===== config.mk =====
export PLATFORM = sky130hd
export DESIGN_NAME = lane_bcast
export DESIGN_NICKNAME = d
export VERILOG_FILES = /design/src/rtl/lane_bcast_pkg.sv /design/src/rtl/bcast_decode.sv /design/src/rtl/bcast_extract.sv /design/src/rtl/bcast_fill.sv /design/src/rtl/lane_bcast.sv
export SDC_FILE = /design/constraint.sdc
export NUM_CORES = 1
export LEC_CHECK = 0
export ABC_CLOCK_PERIOD_IN_PS = 3600
export BUFFER_PORTS_ARGS = -buffer_cell sky130_fd_sc_hd__buf_2
export CAP_MARGIN = 20
export CORE_MARGIN = 2
export CORE_UTILIZATION = 35
export CTS_CLUSTER_DIAMETER = 100
export DETAILED_ROUTE_END_ITERATION = 16
export PLACE_DENSITY = 0.65
export SLEW_MARGIN = 25
export SYNTH_ARGS = -nofsm -noshare
export SYNTH_HDL_FRONTEND = slang
export SYNTH_SLANG_ARGS = --single-unit

===== constraint.sdc =====
create_clock -name clk -period 3.6 [get_ports clk]
set_input_delay 0.72 -clock clk [delete_from_list [all_inputs] [get_ports clk]]
set_output_delay 0.72 -clock clk [all_outputs]
set_load 0.02 [all_outputs]

===== src/rtl/lane_bcast_pkg.sv =====
`timescale 1ns/1ps
// Package: shared encodings for the lane broadcast unit.
// Assumes the instruction bit positions below are fixed by the decoder upstream.
package lane_bcast_pkg;
    localparam int OPC_HI   = 11;
    localparam int OPC_LO   = 7;
    localparam logic [4:0] OPC_BCAST = 5'b11000;
    localparam int FLD_HI   = 19;
    localparam int FLD_LO   = 16;
    localparam int WIDE_BIT = 6;

    typedef enum logic [1:0] {
        ESZ_8    = 2'd0,
        ESZ_16   = 2'd1,
        ESZ_32   = 2'd2,
        ESZ_NONE = 2'd3
    } esz_t;
endpackage


===== src/rtl/bcast_decode.sv =====
`timescale 1ns/1ps
// Module: bcast_decode
// Decodes the instruction word into: claim, element size, bit offset of the
// element in the source, destination width and the reserved flag.
// Assumes a source of at most 64 bits (offset fits OFS_W bits).
module bcast_decode
    import lane_bcast_pkg::*;
#(
    parameter int SRC_W = 64,
    localparam int OFS_W = $clog2(SRC_W)
) (
    input  logic [31:0]      insn,
    output logic             sel,
    output esz_t             esz,
    output logic [OFS_W-1:0] ofs,
    output logic             wide,
    output logic             reserved
);
    logic [FLD_HI-FLD_LO:0] fld;
    logic                   unused_bits;

    assign fld         = insn[FLD_HI:FLD_LO];
    assign sel         = (insn[OPC_HI:OPC_LO] == OPC_BCAST);
    assign wide        = insn[WIDE_BIT];
    assign unused_bits = ^{insn[31:20], insn[15:12], insn[5:0]};

    // Lowest set field bit selects width; the bits above it give the index.
    always_comb begin
        esz      = ESZ_NONE;
        ofs      = '0;
        reserved = 1'b0;
        if (fld[0]) begin
            esz = ESZ_8;
            ofs = OFS_W'({fld[3:1], 3'b000});
        end else if (fld[1]) begin
            esz = ESZ_16;
            ofs = OFS_W'({fld[3:2], 4'b0000});
        end else if (fld[2]) begin
            esz = ESZ_32;
            ofs = OFS_W'({fld[3], 5'b00000});
        end else begin
            reserved = 1'b1;
        end
    end
endmodule


===== src/rtl/bcast_extract.sv =====
`timescale 1ns/1ps
// Module: bcast_extract
// Shifts the source right by the element offset and masks it to the element
// width. Assumes WORD_W is a multiple of 32 and SRC_W > WORD_W.
module bcast_extract
    import lane_bcast_pkg::*;
#(
    parameter int SRC_W  = 64,
    parameter int WORD_W = 32,
    localparam int OFS_W = $clog2(SRC_W)
) (
    input  logic [SRC_W-1:0]  src,
    input  esz_t              esz,
    input  logic [OFS_W-1:0]  ofs,
    output logic [WORD_W-1:0] elem
);
    logic [SRC_W-1:0] shifted;
    logic             unused_hi;

    assign shifted   = src >> ofs;
    assign unused_hi = ^shifted[SRC_W-1:WORD_W];

    // Keep only the element's own bits; upper bits read as zero.
    always_comb begin
        unique case (esz)
            ESZ_8:   elem = WORD_W'(shifted[7:0]);
            ESZ_16:  elem = WORD_W'(shifted[15:0]);
            ESZ_32:  elem = shifted[WORD_W-1:0];
            default: elem = '0;
        endcase
    end
endmodule


===== src/rtl/bcast_fill.sv =====
`timescale 1ns/1ps
// Module: bcast_fill
// Repeats the element across a word, then the word across DST_WORDS words.
// Assumes WORD_W is a multiple of 16 and of 8.
module bcast_fill
    import lane_bcast_pkg::*;
#(
    parameter int WORD_W    = 32,
    parameter int DST_WORDS = 4,
    localparam int DST_W    = WORD_W * DST_WORDS
) (
    input  logic [WORD_W-1:0] elem,
    input  esz_t              esz,
    output logic [DST_W-1:0]  data
);
    logic [WORD_W-1:0] word;

    // Build one word of repeated lanes for the chosen width.
    always_comb begin
        unique case (esz)
            ESZ_8:   word = {(WORD_W/8){elem[7:0]}};
            ESZ_16:  word = {(WORD_W/16){elem[15:0]}};
            default: word = elem;
        endcase
    end

    for (genvar w = 0; w < DST_WORDS; w++) begin : g_word
        assign data[w*WORD_W +: WORD_W] = word;
    end
endmodule


===== src/rtl/lane_bcast.sv =====
`timescale 1ns/1ps
// Module: lane_bcast
// Top of the scalar lane broadcast unit: decode, extract, fill, then one
// register stage. Assumes the caller handles the register-file write and
// honours out_half. Reset is synchronous and active low.
module lane_bcast
    import lane_bcast_pkg::*;
#(
    parameter int SRC_W     = 64,
    parameter int WORD_W    = 32,
    parameter int DST_WORDS = 4,
    localparam int DST_W    = WORD_W * DST_WORDS,
    localparam int OFS_W    = $clog2(SRC_W)
) (
    input  logic             clk,
    input  logic             rst_n,
    input  logic             in_valid,
    input  logic [31:0]      insn,
    input  logic [SRC_W-1:0] src,
    output logic             out_valid,
    output logic [DST_W-1:0] out_data,
    output logic             out_half,
    output logic             out_illegal
);
    logic             sel;
    esz_t             esz;
    logic [OFS_W-1:0] ofs;
    logic             wide;
    logic             reserved;
    logic [WORD_W-1:0] elem;
    logic [DST_W-1:0]  filled;
    logic              take;

    bcast_decode #(.SRC_W(SRC_W)) u_dec (
        .insn     (insn),
        .sel      (sel),
        .esz      (esz),
        .ofs      (ofs),
        .wide     (wide),
        .reserved (reserved)
    );

    bcast_extract #(.SRC_W(SRC_W), .WORD_W(WORD_W)) u_ext (
        .src  (src),
        .esz  (esz),
        .ofs  (ofs),
        .elem (elem)
    );

    bcast_fill #(.WORD_W(WORD_W), .DST_WORDS(DST_WORDS)) u_fill (
        .elem (elem),
        .esz  (esz),
        .data (filled)
    );

    assign take = in_valid & sel;

    // Output stage: capture a claimed instruction, hold data otherwise.
    always_ff @(posedge clk) begin
        if (!rst_n) begin
            out_valid   <= 1'b0;
            out_illegal <= 1'b0;
            out_half    <= 1'b0;
            out_data    <= '0;
        end else begin
            out_valid   <= take;
            out_illegal <= take & reserved;
            if (take) begin
                out_half <= ~wide;
                out_data <= reserved ? '0 : filled;
            end
        end
    end

    AST_CLAIM_OPC: assert property (@(posedge clk) disable iff (!rst_n)
        out_valid |-> $past(insn[OPC_HI:OPC_LO]) == OPC_BCAST);
    AST_ONE_CYCLE: assert property (@(posedge clk) disable iff (!rst_n)
        out_valid |-> $past(in_valid));
    AST_IDLE_HOLD: assert property (@(posedge clk) disable iff (!rst_n)
        !in_valid |=> !out_valid && $stable(out_data));
    AST_WORDS_SAME: assert property (@(posedge clk) disable iff (!rst_n)
        out_valid |-> out_data == {DST_WORDS{out_data[WORD_W-1:0]}});
    AST_ILLEGAL_ZERO: assert property (@(posedge clk) disable iff (!rst_n)
        out_illegal |-> out_valid && out_data == '0);
    AST_HALF_FLAG: assert property (@(posedge clk) disable iff (!rst_n)
        out_valid |-> out_half == !$past(insn[WIDE_BIT]));
    AST_SIZE_PICK: assert property (@(posedge clk) disable iff (!rst_n)
        in_valid && sel |-> reserved == (esz == ESZ_NONE));
endmodule


==> metrics, run 1 <==
pre-CTS setup slack between 600 and 700 ps; Slew @ Worst Pin 670 ps; Post-route DRC 0; synthesis-stage register bit count 35; Register Area 701 µm²; 1st-iter DRT viols 443; worst r2r dst out_data[110]$_SDFFE_PN0P_; Final Cell Area 0.00475 mm²; Worst setup SP type input pin; Post-synth EDFFs 0; P&R area growth vs syn 11.5%; final worst slack 851 ps; placed cell area between 0.004 and 0.005 mm²; Root Buffer clkbuf_16; CTS tree yes; vias in the first global route 4012; I/O pin count 230; Pins Over Slew Limit 0; Hold Crit Depth 2; Most used DFF post-synth dfxtp_1; largest net degree at the start of global routing 51; Die H 114 µm; RSZ-0062 raised after global routing no; CP Max Fanout 35; Reg-to-Reg Start out_data[110]$_SDFFE_PN0P_; Hold Path Origin out_data[120]$_SDFFE_PN0P_; most frequent cell after synthesis buf_4; TritonCTS Buffers 5; fill count 1229; Yosys warnings 0; Async S/R FF share, synth 0%; Cell variety after synth 78; number of antenna violations at the first check in global routing 0; CP Capture Type register; cts hold-fix bufs 0; worst skew pair latency 280 ps; Max VDD drop 0.183 mV; R2R setup slack approximately 2800 ps; Required @ worst endpoint between 3000 and 4000 ps; status finished, final reports clean; Die X 114 µm; final worst-path cycle share 76.4%; CP cell instances buf_2 -> and2_1 -> mux4_2 -> nor2_1 -> o21ai_1 -> a32o_1; Sink Count 35; max_cap viols 0; Mapped Nets 663; Avg Synthesized Cell Area 7.56 µm²; # rows 40; Worst Hold End out_data[120]$_SDFFE_PN0P_; Post-synth top cells buf_4, nor2_1, nand2_1; fin util 39.7%; multi-input logic area 0.00252 mm²; Yosys top cell area share 18.0%; number of antenna diodes 0; postcts setup bufs 0; CORE AREA 0.0120 mm²; Detailed Route WL 14600 µm; R2R cell count 3; IO Port Bufs 207; P_leak 2.41 nW; number of vias per cell 5.74; register area share after synthesis around 16%; Starting Density 35.6%; Cell Pwr Density 260 mW/mm²; area leader, netlist buf_4; setup violators final 0; HPWL after DPL approximately 11000 µm; gr usage total around a fifth; fin nets 752; Setup Skew 0 ps; vias 4600; GRT Residual Overflow 0; fmax 364 MHz; CTS Buffer Depth 2; CP arrival 2910 ps; drt first pass iters 5; crit path time final 2750 ps; final hold violations 0; setup_tns 0 ps; routed len/inst between 15 and 20 µm; Routed Antenna Nets 0; cells after synthesis 564; Clock Pin Slew Worst Setup and Hold Paths 50 ps; post-cts resize count 0; Worst slew margin 54.8%; Mapped Area 0.00426 mm²; die area 0.0131 mm²; global-route wire length before repair 21900 µm; htree depth 2; Pwr Total roughly 1.2 mW; hold crit path type reg2reg; critical path class in2reg; RePlAce Congestion 0.896; synth top area cells buf_4, dfxtp_1, mux2i_1, a21oi_1, o21ai_0; share of post-route cells with drive strength above 1 slightly below 40%; crit-path max cell delay 610 ps; Slowest cell on crit path mux4_2
-- report_power, final --
part / leakage [nW] / switching, mW / internal, mW
Clock: 0.0669 / 0.154 / 0.255
Sequential: 0.282 / 0.00416 / 0.392
Combinational: 2.06 / 0.265 / 0.166
-- logic make-up (layout without fill, tap and decap cells) --
group / count (synthesis) / after routing / share of synthesized area, %
compound gates: 198 / 198 / 33.5
fa+ha+maj: 2 / 2 / 0.470
buf+inv: 152 / 242 / 24.5
flops: 35 / 35 / 16.4
mux: 34 / 34 / 8.92
simple gates: 143 / 143 / 16.2
-- metal layers --
layer / wire length, µm / global-route usage, %
met1: 6600 / 30.2
met2: 6460 / 33.0
met3: 1030 / 2.44
met4: 468 / 7.72
met5: 0 / 0
-- metrics by stage --
stage | hold WS [ps] | instances
final | 483 | 801
after global routing | 516 | 801
after CTS | 485 | 801
after detailed placement | 478 | 793
after global placement | 467 | 793
after floorplan | 560 | 564
-- sequential cells by signal (all words and copies together), names as in the netlist --
name	cells
out_half	1
out_data	32
out_illegal	1
out_valid	1
-- area by class of cell --
class	instances	share of cell area (%)
multi-input cells	377	53.0
repair buffers	223	24.6
flip-flops and latches	35	14.7
well taps	147	3.87
clock buffers	6	2.71
inverters	11	0.868
clock inverters	2	0.263
-- critical path, delay by kind of cell --
kind / cells / cell delay, ps
AO/OA/AOI/OAI: 2 / 380
buffers and inverters: 1 / 490
multiplexers: 1 / 610
AND/OR/NAND/NOR: 2 / 700
-- cell usage in the layout, fill, tap and decap left out, types with 3 or more instances in the layout --
| cell | Yosys | final |
|---|---|---|
| nor2b_1 | 10 | 10 |
| mux2_2 | 12 | 12 |
| nand2_1 | 41 | 41 |
| a211oi_1 | 4 | 4 |
| inv_1 | 9 | 9 |
| o21a_1 | 10 | 10 |
| o31ai_1 | 7 | 7 |
| clkbuf_16 | 0 | 5 |
| and2_1 | 4 | 4 |
| o211ai_1 | 4 | 4 |
| dfxtp_1 | 35 | 35 |
| o21ai_0 | 34 | 34 |
| buf_2 | 15 | 207 |
| nand3_1 | 8 | 8 |
| nor2_1 | 42 | 42 |
| o31a_1 | 3 | 3 |
| nor3_1 | 8 | 8 |
| a2bb2oi_1 | 8 | 8 |
| a22oi_1 | 12 | 12 |
| a21oi_1 | 35 | 35 |
| a311oi_1 | 3 | 3 |
| a221o_1 | 3 | 3 |
| buf_4 | 102 | 15 |
| a221oi_1 | 8 | 8 |
| mux2i_1 | 20 | 20 |
| a31oi_1 | 5 | 5 |
| or2_2 | 3 | 3 |
| o22ai_1 | 8 | 8 |
| o21ai_1 | 5 | 5 |
| and3b_1 | 5 | 5 |
| o221ai_1 | 11 | 11 |
| nand2b_1 | 7 | 7 |
| o211a_1 | 3 | 3 |
| nor4_1 | 3 | 3 |
| and3_1 | 3 | 3 |
-- worst max path at each step --
stage	startpoint	endpoint	slack [ps]	depth (start not counted)
after floorplan	insn[17]	out_data[123]$_SDFFE_PN0P_	1340	7
after global placement	insn[17]	out_data[107]$_SDFFE_PN0P_	670	6
after detailed placement	insn[17]	out_data[107]$_SDFFE_PN0P_	630	6
after CTS	insn[17]	out_data[107]$_SDFFE_PN0P_	920	6
after global routing	insn[17]	out_data[123]$_SDFFE_PN0P_	720	6
final	insn[17]	out_data[107]$_SDFFE_PN0P_	850	6
No activity file was read; power rests on OpenSTA's default activity.
==> run 2: changes to the inputs <==
--- a/config.mk
+++ b/config.mk
@@ -5,14 +5,14 @@
 export SDC_FILE = /design/constraint.sdc
 export NUM_CORES = 1
 export LEC_CHECK = 0
-export ABC_CLOCK_PERIOD_IN_PS = 3600
+export ABC_CLOCK_PERIOD_IN_PS = 2200
 export BUFFER_PORTS_ARGS = -buffer_cell sky130_fd_sc_hd__buf_2
 export CAP_MARGIN = 20
 export CORE_MARGIN = 2
 export CORE_UTILIZATION = 35
 export CTS_CLUSTER_DIAMETER = 100
 export DETAILED_ROUTE_END_ITERATION = 16
-export PLACE_DENSITY = 0.65
+export PLACE_DENSITY = 0.68
 export SLEW_MARGIN = 25
 export SYNTH_ARGS = -nofsm -noshare
 export SYNTH_HDL_FRONTEND = slang
==> constraint.sdc (replaced) <==
create_clock -name clk -period 2.2 [get_ports clk]
set_input_delay 0.44 -clock clk [delete_from_list [all_inputs] [get_ports clk]]
set_output_delay 0.44 -clock clk [all_outputs]
set_load 0.02 [all_outputs]
==> run 2 against run 1 <==
Net effect:
- power up 81%
- clock skew unchanged
- flip-flop and latch count unchanged
- hold slack worse by 46 ps
- largest power group is now clock
- highest routed layer unchanged
==> metrics, run 2 (synthesis results as in run 1) <==
Slew @ Worst Pin 598 ps; GRT Residual Overflow 0; gr usage total 20.9%; vias in the first global route 4037; share of post-route cells with drive strength above 1 approximately 44%; I/O pin count between 200 and 250; Cell Pwr Density 431 mW/mm²; number of antenna violations at the first check in global routing 0; vias 4731; RSZ-0062 raised after global routing no; metal2 WL 6410 µm; CP Capture Type register; worst skew pair latency 280 ps; combinational power share 35.3%; fmax around 470 MHz; hold crit path type in2reg; Met3 Routed Length about 1100 µm; clock network power share 35.8%; die area 0.0131 mm²; Internal Power 1.52 mW; Setup Skew 0 ps; R2R cell count 3; largest net degree at the start of global routing 29; 1st-iter DRT viols 474; postcts setup bufs 0; cts hold-fix bufs 0; Pins Over Slew Limit 0; Worst setup SP type input pin; final hold violations 0; CORE AREA 0.0120 mm²; Reg-to-Reg Start out_data[110]$_SDFFE_PN0P_; Root Buffer clkbuf_16; Max VDD drop 0.342 mV; Sink Count 35; Clock Pin Slew Worst Setup and Hold Paths 60 ps; P_leak ~2.7 nW; fin nets roughly 800; Worst Hold End out_half$_SDFFE_PN0P_; DR top layer met4; most common cell after layout, fill and taps aside buf_2; global-route wire length before repair ~22000 µm; htree depth 2; worst r2r dst out_data[110]$_SDFFE_PN0P_; switching pwr 717 µW; # rows 40; IO Port Bufs 207; RePlAce Congestion between 0.9 and 1; setup violators final 0; most frequent cells in the layout buf_2, buf_4, nor2_1; Largest Register out_data; number of vias per cell between 5 and 6; Pwr Total 2.24 mW; Starting Density 35.6%; critical path class in2reg; max_cap viols 0; fin util 43.4%; HPWL after DPL around 11000 µm; Detailed Route WL approximately 14000 µm; CP Max Fanout 16; CTS tree yes; TritonCTS Buffers 5; sequential power share 28.9%; drt first pass iters 6; CP arrival 2280 ps; Die H around 110 µm; Hold Crit Depth 3; max reg flops 32; post-cts resize count 0; Worst slew margin 60.1%; Hold Path Origin insn[6]; routed len/inst 16.9 µm; P&R area growth vs syn 21.8%; Die X 114 µm; Required @ worst endpoint 2370 ps; R2R setup slack 1370 ps; Routed Antenna Nets 0; CTS Buffer Depth 2; status finished, final reports clean; Post-route DRC 0; net switching fraction of the power 32.1%; number of antenna diodes 0; met1 WL between 6000 and 7000 µm; final worst-path cycle share 96.0%; crit path time final around 2100 ps
==> run 2: cell types whose count changed in the layout (fill, tap and decap cells not counted), sizes merged <==
cell,before,now
buf,223,276
bufinv,0,1
clkbuf,6,5
clkinv,2,3
clkinvlp,1,0
==> run 2: layout make-up <==
cell class	instances	area, µm²
clock buffers	5	125
repair buffers	276	1580
multi-input cells	377	2520
well taps	147	184
flip-flops and latches	35	701
fillers	1182	6770
clock inverters	3	43.8
inverters	11	41.3
==> run 2: through the flow <==
step                instance area, µm²  std cells  TNS, ps  hold WS [ps]  setup WS (ps)
floorplan                         4260        564        0           560            223
global placement                  5020        846     -539           474           -128
detailed placement                5020        846     -896           485           -172
CTS                               5190        854        0           435            125
global route                      5190        854        0           450           8.67
finish                            5190        854        0           436           87.4
==> run 2: routing by layer <==
layer	global-route usage (%)	vias up
met5	0	-
met4	8.78	0
met3	2.44	34
met2	32.3	269
met1	29.5	2149
li1	-	2279
==> run 2: worst max path at each step <==
| stage | depth (start not counted) | from | end | slack [ps] |
|---|---|---|---|---|
| after detailed placement | 10 | insn[16] | out_data[119]$_SDFFE_PN0P_ | -170 |
| after global placement | 10 | insn[16] | out_data[119]$_SDFFE_PN0P_ | -130 |
| after floorplan | 7 | insn[17] | out_data[123]$_SDFFE_PN0P_ | 220 |
| after CTS | 10 | insn[16] | out_data[119]$_SDFFE_PN0P_ | 120 |
| after global routing | 10 | insn[16] | out_data[119]$_SDFFE_PN0P_ | 9 |
| final | 10 | insn[16] | out_data[119]$_SDFFE_PN0P_ | 90 |
==> run 2: worst max-delay path: stages <==
cell and delay (ps):
buf_2 250, buf_4 210, and2_1 220, buf_4 210, a221oi_1 140, o32ai_1 340
buf_4 180, nor2_1 40, nor3_1 190, nor2_1 70
==> run 2: power groups by stage <==
stage | clock, mW | combinational [mW] | sequential, mW
6_report | 0.800 | 0.789 | 0.648
5_1_grt | 0.835 | 0.847 | 0.649
4_1_cts | 0.813 | 0.775 | 0.648
3_5_place_dp | 0 | 0.771 | 0.662
3_3_place_gp | 0 | 0.767 | 0.661
2_1_floorplan | 0 | 0.470 | 0.669
